==> config.mk <==
export PLATFORM = sky130hd
export DESIGN_NAME = vmov_unit
export DESIGN_NICKNAME = d
export VERILOG_FILES = /design/src/rtl/vmov_pkg.sv /design/src/rtl/vmov_decode.sv /design/src/rtl/vmov_lane_sel.sv /design/src/rtl/vmov_out_stage.sv /design/src/rtl/vmov_unit.sv
export SDC_FILE = /design/constraint.sdc
export NUM_CORES = 1
export LEC_CHECK = 0
export ABC_AREA = 1
export BUFFER_PORTS_ARGS = -buffer_cell sky130_fd_sc_hd__buf_2
export CORE_ASPECT_RATIO = 0.5
export CORE_MARGIN = 3
export CORE_UTILIZATION = 50
export CTS_CLUSTER_DIAMETER = 40
export CTS_CLUSTER_SIZE = 20
export DETAILED_ROUTE_END_ITERATION = 16
export GPL_ROUTABILITY_DRIVEN = 1
export PLACE_DENSITY = 0.76
export SETUP_SLACK_MARGIN = 0.5
export SYNTH_ARGS = -nofsm -noshare
export SYNTH_HDL_FRONTEND = slang
export SYNTH_SLANG_ARGS = --single-unit
export TNS_END_PERCENT = 10
==> constraint.sdc <==
create_clock -name clk -period 0.8 [get_ports clk]
set_input_delay 0.08 -clock clk [delete_from_list [all_inputs] [get_ports clk]]
set_output_delay 0.08 -clock clk [all_outputs]
set_load 0.02 [all_outputs]
==> src/rtl/vmov_pkg.sv <==
package vmov_pkg;
  typedef enum logic [2:0] {
    SZ_B    = 3'd0,
    SZ_H    = 3'd1,
    SZ_W    = 3'd2,
    SZ_D    = 3'd3,
    SZ_NONE = 3'd4
  } esize_e;

  typedef struct packed {
    logic       hit;
    logic       sext;
    logic       wide;
    esize_e     sz;
    logic [3:0] lane;
    logic [4:0] rd;
  } dec_t;

  localparam logic [8:0] FIXED_MID = 9'h070;
  localparam logic [5:0] OP_SEXT   = 6'h0B;
  localparam logic [5:0] OP_ZEXT   = 6'h0F;
endpackage

==> src/rtl/vmov_decode.sv <==
module vmov_decode
  import vmov_pkg::*;
#(
  parameter int INSTR_W = 32
) (
  input  logic [INSTR_W-1:0] instr,
  output dec_t               dec,
  output logic               legal
);
  logic [4:0] fld;
  logic [5:0] opc;

  always_comb begin
    fld      = instr[20:16];
    opc      = instr[15:10];
    dec.rd   = instr[4:0];
    dec.wide = instr[30];
    dec.sext = (opc == OP_SEXT);
    dec.hit  = !instr[31] && (instr[29:21] == FIXED_MID) &&
               ((opc == OP_SEXT) || (opc == OP_ZEXT));
    dec.lane = '0;
    dec.sz   = SZ_NONE;
    if (fld[0]) begin
      dec.sz   = SZ_B;
      dec.lane = fld[4:1];
    end else if (fld[1]) begin
      dec.sz   = SZ_H;
      dec.lane = {1'b0, fld[4:2]};
    end else if (fld[2]) begin
      dec.sz   = SZ_W;
      dec.lane = {2'b00, fld[4:3]};
    end else if (fld[3]) begin
      dec.sz   = SZ_D;
      dec.lane = {3'b000, fld[4]};
    end
  end

  always_comb begin
    legal = 1'b0;
    unique case ({dec.sext, dec.wide})
      2'b10: legal = (dec.sz == SZ_B) || (dec.sz == SZ_H);
      2'b11: legal = (dec.sz == SZ_B) || (dec.sz == SZ_H) || (dec.sz == SZ_W);
      2'b00: legal = (dec.sz == SZ_B) || (dec.sz == SZ_H) || (dec.sz == SZ_W);
      2'b01: legal = (dec.sz == SZ_D);
      default: legal = 1'b0;
    endcase
  end
endmodule

==> src/rtl/vmov_lane_sel.sv <==
module vmov_lane_sel
  import vmov_pkg::*;
#(
  parameter int VEC_W = 128,
  parameter int XLEN  = 64,
  parameter int NSIZE = 4
) (
  input  logic [VEC_W-1:0] vec,
  input  esize_e           sz,
  input  logic [3:0]       lane,
  input  logic             sext,
  input  logic             wide,
  output logic [XLEN-1:0]  res
);
  localparam int OFF_W = $clog2(VEC_W);
  localparam int HALF  = XLEN / 2;

  logic [OFF_W-1:0] off;
  logic [VEC_W-1:0] shifted;
  logic [XLEN-1:0]  cand [NSIZE];

  always_comb begin
    unique case (sz)
      SZ_B:    off = OFF_W'({lane, 3'b000});
      SZ_H:    off = OFF_W'({lane[2:0], 4'b0000});
      SZ_W:    off = OFF_W'({lane[1:0], 5'b00000});
      SZ_D:    off = OFF_W'({lane[0], 6'b000000});
      default: off = '0;
    endcase
    shifted = vec >> off;
  end

  for (genvar g = 0; g < NSIZE; g++) begin : g_size
    localparam int EW = 8 << g;
    logic [EW-1:0] el;
    assign el = shifted[EW-1:0];
    if (EW < XLEN) begin : g_ext
      assign cand[g] = sext ? {{(XLEN-EW){el[EW-1]}}, el}
                            : {{(XLEN-EW){1'b0}}, el};
    end else begin : g_full
      assign cand[g] = el;
    end
  end

  always_comb begin
    logic [XLEN-1:0] pick;
    unique case (sz)
      SZ_B:    pick = cand[0];
      SZ_H:    pick = cand[1];
      SZ_W:    pick = cand[2];
      SZ_D:    pick = cand[3];
      default: pick = '0;
    endcase
    res = wide ? pick : {{(XLEN-HALF){1'b0}}, pick[HALF-1:0]};
  end
endmodule

==> src/rtl/vmov_out_stage.sv <==
module vmov_out_stage #(
  parameter int XLEN = 64,
  parameter int RN_W = 5
) (
  input  logic            clk,
  input  logic            rst_n,
  input  logic            in_valid,
  input  logic            we_d,
  input  logic            un_d,
  input  logic [RN_W-1:0] rd_d,
  input  logic [XLEN-1:0] data_d,
  output logic            out_valid,
  output logic            out_we,
  output logic            out_unalloc,
  output logic [RN_W-1:0] out_rd,
  output logic [XLEN-1:0] out_data
);
  logic [1:0] rst_sync_q;
  logic       rst_int_n;
  logic       v_n, we_n, un_n;

  always_ff @(posedge clk or negedge rst_n) begin
    if (!rst_n) rst_sync_q <= 2'b00;
    else        rst_sync_q <= {rst_sync_q[0], 1'b1};
  end
  assign rst_int_n = rst_sync_q[1];

  always_comb begin
    v_n  = in_valid;
    we_n = in_valid & we_d;
    un_n = in_valid & un_d;
  end

  always_ff @(posedge clk or negedge rst_int_n) begin
    if (!rst_int_n) begin
      out_valid   <= 1'b0;
      out_we      <= 1'b0;
      out_unalloc <= 1'b0;
    end else begin
      out_valid   <= v_n;
      out_we      <= we_n;
      out_unalloc <= un_n;
    end
  end

  always_ff @(posedge clk) begin
    if (in_valid) begin
      out_rd   <= rd_d;
      out_data <= data_d;
    end
  end

  p_excl_r8: assert property (@(posedge clk) disable iff (!rst_int_n)
    !(out_we && out_unalloc));
  p_idle_r8: assert property (@(posedge clk) disable iff (!rst_int_n)
    !out_valid |-> (!out_we && !out_unalloc));
  p_valid_r7: assert property (@(posedge clk) disable iff (!rst_int_n)
    in_valid |=> out_valid);
  p_novalid_r7: assert property (@(posedge clk) disable iff (!rst_int_n)
    !in_valid |=> !out_valid);
  p_zero_r8: assert property (@(posedge clk) disable iff (!rst_int_n)
    (out_valid && !out_we) |-> (out_data == '0));
endmodule

==> src/rtl/vmov_unit.sv <==
module vmov_unit
  import vmov_pkg::*;
#(
  parameter int INSTR_W = 32,
  parameter int VEC_W   = 128,
  parameter int XLEN    = 64,
  parameter int RN_W    = 5
) (
  input  logic               clk,
  input  logic               rst_n,
  input  logic               in_valid,
  input  logic [INSTR_W-1:0] instr,
  input  logic [VEC_W-1:0]   vec,
  output logic               out_valid,
  output logic [RN_W-1:0]    out_rd,
  output logic [XLEN-1:0]    out_data,
  output logic               out_we,
  output logic               out_unalloc
);
  localparam int HALF = XLEN / 2;

  dec_t            dec;
  logic            legal;
  logic [XLEN-1:0] lane_val;
  logic            we_d, un_d;
  logic [XLEN-1:0] data_d;

  vmov_decode #(.INSTR_W(INSTR_W)) u_dec (
    .instr (instr),
    .dec   (dec),
    .legal (legal)
  );

  vmov_lane_sel #(.VEC_W(VEC_W), .XLEN(XLEN)) u_sel (
    .vec  (vec),
    .sz   (dec.sz),
    .lane (dec.lane),
    .sext (dec.sext),
    .wide (dec.wide),
    .res  (lane_val)
  );

  always_comb begin
    we_d   = dec.hit && legal;
    un_d   = dec.hit && !legal;
    data_d = we_d ? lane_val : '0;
  end

  vmov_out_stage #(.XLEN(XLEN), .RN_W(RN_W)) u_out (
    .clk         (clk),
    .rst_n       (rst_n),
    .in_valid    (in_valid),
    .we_d        (we_d),
    .un_d        (un_d),
    .rd_d        (dec.rd),
    .data_d      (data_d),
    .out_valid   (out_valid),
    .out_we      (out_we),
    .out_unalloc (out_unalloc),
    .out_rd      (out_rd),
    .out_data    (out_data)
  );

  p_nohit_r1: assert property (@(posedge clk) disable iff (!rst_n)
    (in_valid && instr[31]) |=> (!out_we && !out_unalloc));
  p_upper_r5: assert property (@(posedge clk) disable iff (!rst_n)
    (in_valid && !instr[30]) |=> (out_data[XLEN-1:HALF] == '0));
  p_rd_r9: assert property (@(posedge clk) disable iff (!rst_n)
    in_valid |=> (out_rd == $past(instr[4:0])));
  p_dword32_r4: assert property (@(posedge clk) disable iff (!rst_n)
    (in_valid && !instr[31] && instr[29:21] == FIXED_MID &&
     instr[15:10] == OP_ZEXT && !instr[30] && instr[19:16] == 4'b1000)
    |=> out_unalloc);
endmodule

Yosys cells after proc, flatten, opt, wreduce, memory -nomap -nowiden. Cells that the tools add are included.

Bitwise logic cells: 2. Shifts and indexed selects: 1. Equal/unequal tests: 9. Reduce and logical (&&, ||, !) cells: 13. Mux-type cells: 10.

Operators by type and width (number): $pmux W64 S4 (1); $mux W64 (3); $shr A128 B7 Y64 (1); $mux W7 (4); $pmux W7 S4 (1); $eq A6 B4 Y1 const B (2); $eq A9 B7 Y1 const B (1); $eq A3 B2 Y1 const B (2); $eq A2 B2 Y1 const B (2); $logic_and A1 B1 Y1 (4); $eq A3 B1 Y1 const B (1); $logic_not A3 Y1 (1); $logic_or A1 B1 Y1 (3); $pmux W1 S3 (1); $and A1 B1 Y1 (2); $eq A2 B1 Y1 const B (1); $logic_not A1 Y1 (2); $logic_not A2 Y1 (1); $reduce_and A2 Y1 (1); $reduce_or A2 Y1 (1).

Word-level logic and storage cells: 42. Bits in registers: 74. Output and inout bits: 72. Input bits: 163.

Longest topological paths before layout.
Word-level depth: 11. Mapped depth: 16. Mapped depth without buffers: 14.

Cells and area by module. A second synthesis with hierarchy kept.

Cell total of the unflattened synthesis: 1546. Area total of the unflattened synthesis: 9263.9 µm².

Modules (own cells, without submodules): vmov_lane_sel (cells each 1276, sequential area each 0.0 µm², instances 1, area each 5796.8 µm²); vmov_out_stage (cells each 79, sequential area each 2197.1 µm², instances 1, area each 2215.9 µm²); vmov_unit (cells each 139, sequential area each 0.0 µm², instances 1, area each 982.2 µm²); vmov_decode (cells each 52, sequential area each 0.0 µm², instances 1, area each 269.0 µm²).

Worst setup path before layout. Ideal clock, no wire load.

Path kind: input to register. From: input port instr[15]. To: register u_out.out_data[19], data pin. Slack: -1.214 ns. Data arrival time: 1.764 ns. Required time: 0.551 ns. Library setup time: 0.249 ns. Cell stages on the path: 15. Buffers on the path: 2. Cells stage by stage: nor2_1 > nand2_1 > or3_1 > clkbuf_1 > inv_1 > ha_1 > o21ai_0 > nand2_1 > nand2_1 > o21ai_1 > nand2_2 > clkinv_1 > buf_2 > nand2_1 > inv_1.

Cells in the longest elaborated chain, start to end: 5. Elaborated cells on any way between the ends: 14. Those cells by class: 5 x eq/ne; 4 x mux; 5 x reduce/logical.

RTL lines: start, declared (line vmov_unit.sv:12) `input logic [INSTR_W-1:0] instr,`; $eq A6 B4 Y1 (line vmov_decode.sv:18, vmov_decode.sv:20); $eq A2 B2 Y1 / $logic_not A2 Y1 (equally long branches) (line vmov_decode.sv:40) `unique case ({dec.sext, dec.wide})`; $reduce_or A2 Y1 (no line); $pmux W1 S3 (line vmov_decode.sv:40); $logic_and A1 B1 Y1 (line vmov_unit.sv:44) `we_d = dec.hit && legal;`; end signal, assigned (line vmov_out_stage.sv:49) `out_data <= data_d;`; end, declared (line vmov_out_stage.sv:16) `output logic [XLEN-1:0] out_data`.

Parallel ways exist; a longest one is shown, timed or not. A chain may end at the register's enable or synchronous reset.

Final worst setup path.
From: input port instr[17]. To: register u_out.out_data[52], data pin.

Cells in the longest elaborated chain, start to end: 8. Elaborated cells on any way between the ends: 17. Those cells by class: 3 x eq/ne; 1 x shift; 8 x mux; 5 x reduce/logical.

RTL lines: $mux W7 (line vmov_decode.sv:26) `end else if (fld[1]) begin`; $mux W7 * (line vmov_decode.sv:23) `if (fld[0]) begin`; branches (longest 6 deep; another with $shr A128 B7 Y64).

Every way passes the cells marked *.

==> impl_metrics.json <==
{
  "status": "complete, but fails checks",
  "violations": "hold timing, setup timing",
  "synth.most_common_cell": "nand2_1",
  "cts-root-buf": "clkbuf_16",
  "ys_ff_latch": 74,
  "hold_start": "instr[0]",
  "synth.cell_area_sq_um": 9070,
  "yosys-top-cells-area": "nand2_1, edfxtp_1, nand3_1",
  "synthArstFlopShare": 0.0676,
  "syn_area_per_cell_sq_um": 5.49,
  "clk_path_buf_depth": 2,
  "cp.required_ns": 0.90,
  "ir_worst_vdd_v": 0.00115,
  "syn_to_final_growth_pct": 48.5,
  "synth_edf_count": 69,
  "yosys.area.top_type": "nand2_1",
  "setup_slack_ns": -1.01,
  "hold_depth": 1,
  "seq_area_sq_um": 2200,
  "rr_endpoint": "u_out.rst_sync_q[1]$_DFF_PN0_",
  "synthDistinctLibCells": 40,
  "drv_slew": 0,
  "cp_top_family": "simple AND/OR/NAND/NOR gates",
  "viasPerCell": 5.86,
  "synth-compound-area-share": 0.0518,
  "drive_above_1_share": 0.318,
  "ys_warn_count": 0,
  "cts_tree": "done",
  "gp_congestion": 1.10,
  "start_util": 0.517,
  "die-area_sq_um": 19900,
  "core_sq_um": 17600,
  "grt_start_max_net_pins": 51,
  "fill_cells": 1334,
  "ant_nets": 0,
  "whs_ns": -0.0855,
  "drtPass1Iterations": 9,
  "drv_cap": 0,
  "rows": 34,
  "grt_pass1_vias": 10900,
  "critical_path_buf_inv_count": 5,
  "path_clk_slew_ns": 0.06,
  "io-pin-count": 235,
  "post-route-util": 0.767,
  "cpPeakStageDelay_ns": 0.20,
  "dpl.hpwl_um": 28500,
  "final_nets": 2171,
  "die_h_um": 101,
  "worstSetupPathType": "input port to flop",
  "p_leak_uw": 0.00760,
  "grt_pass1_wl_um": 59700,
  "hold_viol": 5,
  "synthCells": 1654,
  "synth-xor-area-share": 0,
  "synthFlopType": "edfxtp_1",
  "hold_buffers": 1,
  "cp_slowest_cell": "clkbuf_16",
  "pre_cts_ws_ns": -1.25,
  "synthTopCellsByCount": "nand2_1, nand3_1, inv_1",
  "min_to": "u_out.out_rd[0]$_DFFE_PP_",
  "track_usage": 0.382,
  "wl_per_cell_um": 19.0,
  "cts_made_buffers": 9,
  "die_w_um": 197,
  "setup_violations": 138,
  "cp_max_fo": 8,
  "htreeDepth": 3,
  "totalWireLength_um": 42600,
  "multiInputGateArea_sq_um": 6240,
  "powerDensity_nw_per_um2": 1220,
  "io_buffers": 229,
  "r2r_setup_slack_ns": 0.30,
  "hp-class": "input port to flop",
  "endpoint_kind": "flop",
  "clk_latency_ns": 0.35,
  "route.detailed.drc": 0,
  "yosys.area_share.adder": 0.00276,
  "antenna_found_initial": 2,
  "muxShareOfSynthArea": 0,
  "grt_setup_unrepaired": "true",
  "clock-skew-final_ns": 0.00537,
  "cts_sinks": 74,
  "syn-num-nets": 1819,
  "synth_top_family_by_area": "simple AND/OR/NAND/NOR gates",
  "crit_path_start_kind": "input port",
  "grt.overflow.total": 0,
  "finalCriticalPeriod_ns": 1.81,
  "synth_top_area_share": 0.355,
  "finalPower_uw": 16400,
  "finalCritPeriodShare": 2.26,
  "reg2regPathDepth": 0,
  "synth_simple_gate_area_frac": 0.563,
  "worstReg2RegStart": "u_out.rst_sync_q[0]$_DFF_PN0_",
  "ys_seq_area_frac": 0.242,
  "crit_chain": "buf_12, buf_6, nor2_4, nor2_4, buf_12, buf_16, nand3_4, nand3_2, nand2_2, nand2_4, nand3_4, nand2_8, clkbuf_16, nor2_2, nor2_2",
  "critPathArrivalTime_ns": 1.91,
  "fmax_ghz": 0.553,
  "drt_iter0_markers": 2367,
  "vias": 13200
}
==> layout by cell type, fill, tap and decap left out, types with 2 or more instances in the layout <==
master	synthesis	layout
nand3_1	257	225
dfrtp_1	5	5
clkinv_1	2	2
and3_1	3	3
a211oi_1	3	3
buf_8	0	2
edfxtp_1	69	69
buf_12	0	38
buf_6	21	29
inv_6	0	2
nand4_1	4	4
buf_2	58	213
nand3_4	1	5
o21ai_0	25	23
o22ai_1	3	2
nand2_2	1	50
a21oi_1	9	9
a31oi_1	3	3
nor2_1	101	57
nor2_2	1	26
clkbuf_16	0	15
clkinv_4	0	3
o211ai_2	4	4
or2_0	2	2
o21ai_2	0	2
inv_1	129	125
nand2_4	4	5
o21ai_1	22	21
buf_16	0	13
nand3_2	1	29
nor2_4	2	21
inv_2	4	7
buf_4	20	159
nand2_8	0	4
nand2_1	859	805
o211ai_1	8	8
==> worst max-delay path by stage <==
stage	startpoint	endpoint	slack, ns	cells after the start
2_1_floorplan	instr[15]	u_out.out_data[19]$_SDFFCE_PP0P_	-1.03	15
3_3_place_gp	instr[16]	u_out.out_data[54]$_SDFFCE_PN0P_	-1.23	14
3_5_place_dp	instr[16]	u_out.out_data[54]$_SDFFCE_PN0P_	-1.25	14
4_1_cts	instr[14]	u_out.out_data[36]$_SDFFCE_PN0P_	-0.78	14
5_1_grt	instr[17]	u_out.out_data[52]$_SDFFCE_PN0P_	-1.00	15
6_report	instr[17]	u_out.out_data[52]$_SDFFCE_PN0P_	-1.01	15
==> stage by stage <==
stage          area (sq um)  TNS [ns]  hold slack, ns  instances
2_1_floorplan          9120    -62.96          -0.216       1654
3_3_place_gp          11600    -76.02          -0.131       2184
3_5_place_dp          11600    -78.75          -0.130       2184
4_1_cts               12800    -62.24         -0.0802       2227
5_1_grt               13500    -73.71         -0.0867       2245
6_report              13500    -70.70         -0.0855       2246
==> final cells by class <==
class	count	area share
tap	234	0.0217
clock buffer	9	0.0167
timing repair buffer	461	0.289
timing repair inverter	1	0.000836
sequential	74	0.163
clock inverter	7	0.00566
multi-input combinational	1323	0.463
antenna	1	0.000186
inverter	136	0.0394
==> per-layer routing <==
| layer | track usage | wire (um) | vias up |
|---|---|---|---|
| li1 | - | - | 5901 |
| met1 | 0.523 | 16100 | 5787 |
| met2 | 0.555 | 16900 | 1200 |
| met3 | 0.141 | 7220 | 269 |
| met4 | 0.142 | 2400 | 6 |
| met5 | 0 | 57 | - |
==> sequential cells by signal, summed over array words and instances, names as in the netlist <==
register and flops:
u_out.out_data 64, u_out.out_rd 5, u_out.out_unalloc 1, u_out.out_we 1
u_out.rst_sync_q 2, u_out.out_valid 1
==> where the power goes <==
part | leakage [uW] | switching, uW | total, uW | internal (uW)
sequential | 0.000719 | 116 | 4530 | 4420
clock | 0.000144 | 1860 | 4310 | 2440
combinational | 0.00674 | 4560 | 7610 | 3040
total | 0.00760 | 6540 | 16400 | 9900
==> cell families (layout without fill, tap and decap cells) <==
| logic type | count (synthesis) | in the layout |
|---|---|---|
| AO/OA/AOI/OAI | 78 | 78 |
| adder cells (fa/ha/maj) | 2 | 2 |
| buffers and inverters | 257 | 614 |
| flip-flops | 74 | 74 |
| other | 1 | 2 |
| AND/OR/NAND/NOR | 1242 | 1242 |
==> repair_timing <==
action | 4_1_cts | 5_1_grt
cloned | 9 | 6
hold endpoints to repair | 7 | 5
gates resized for setup | 135 | 115
pin swaps | 25 | 26
setup buffers | 17 | 12
setup endpoints to repair | 208 | 195
Power figures use the tool's default switching activity.
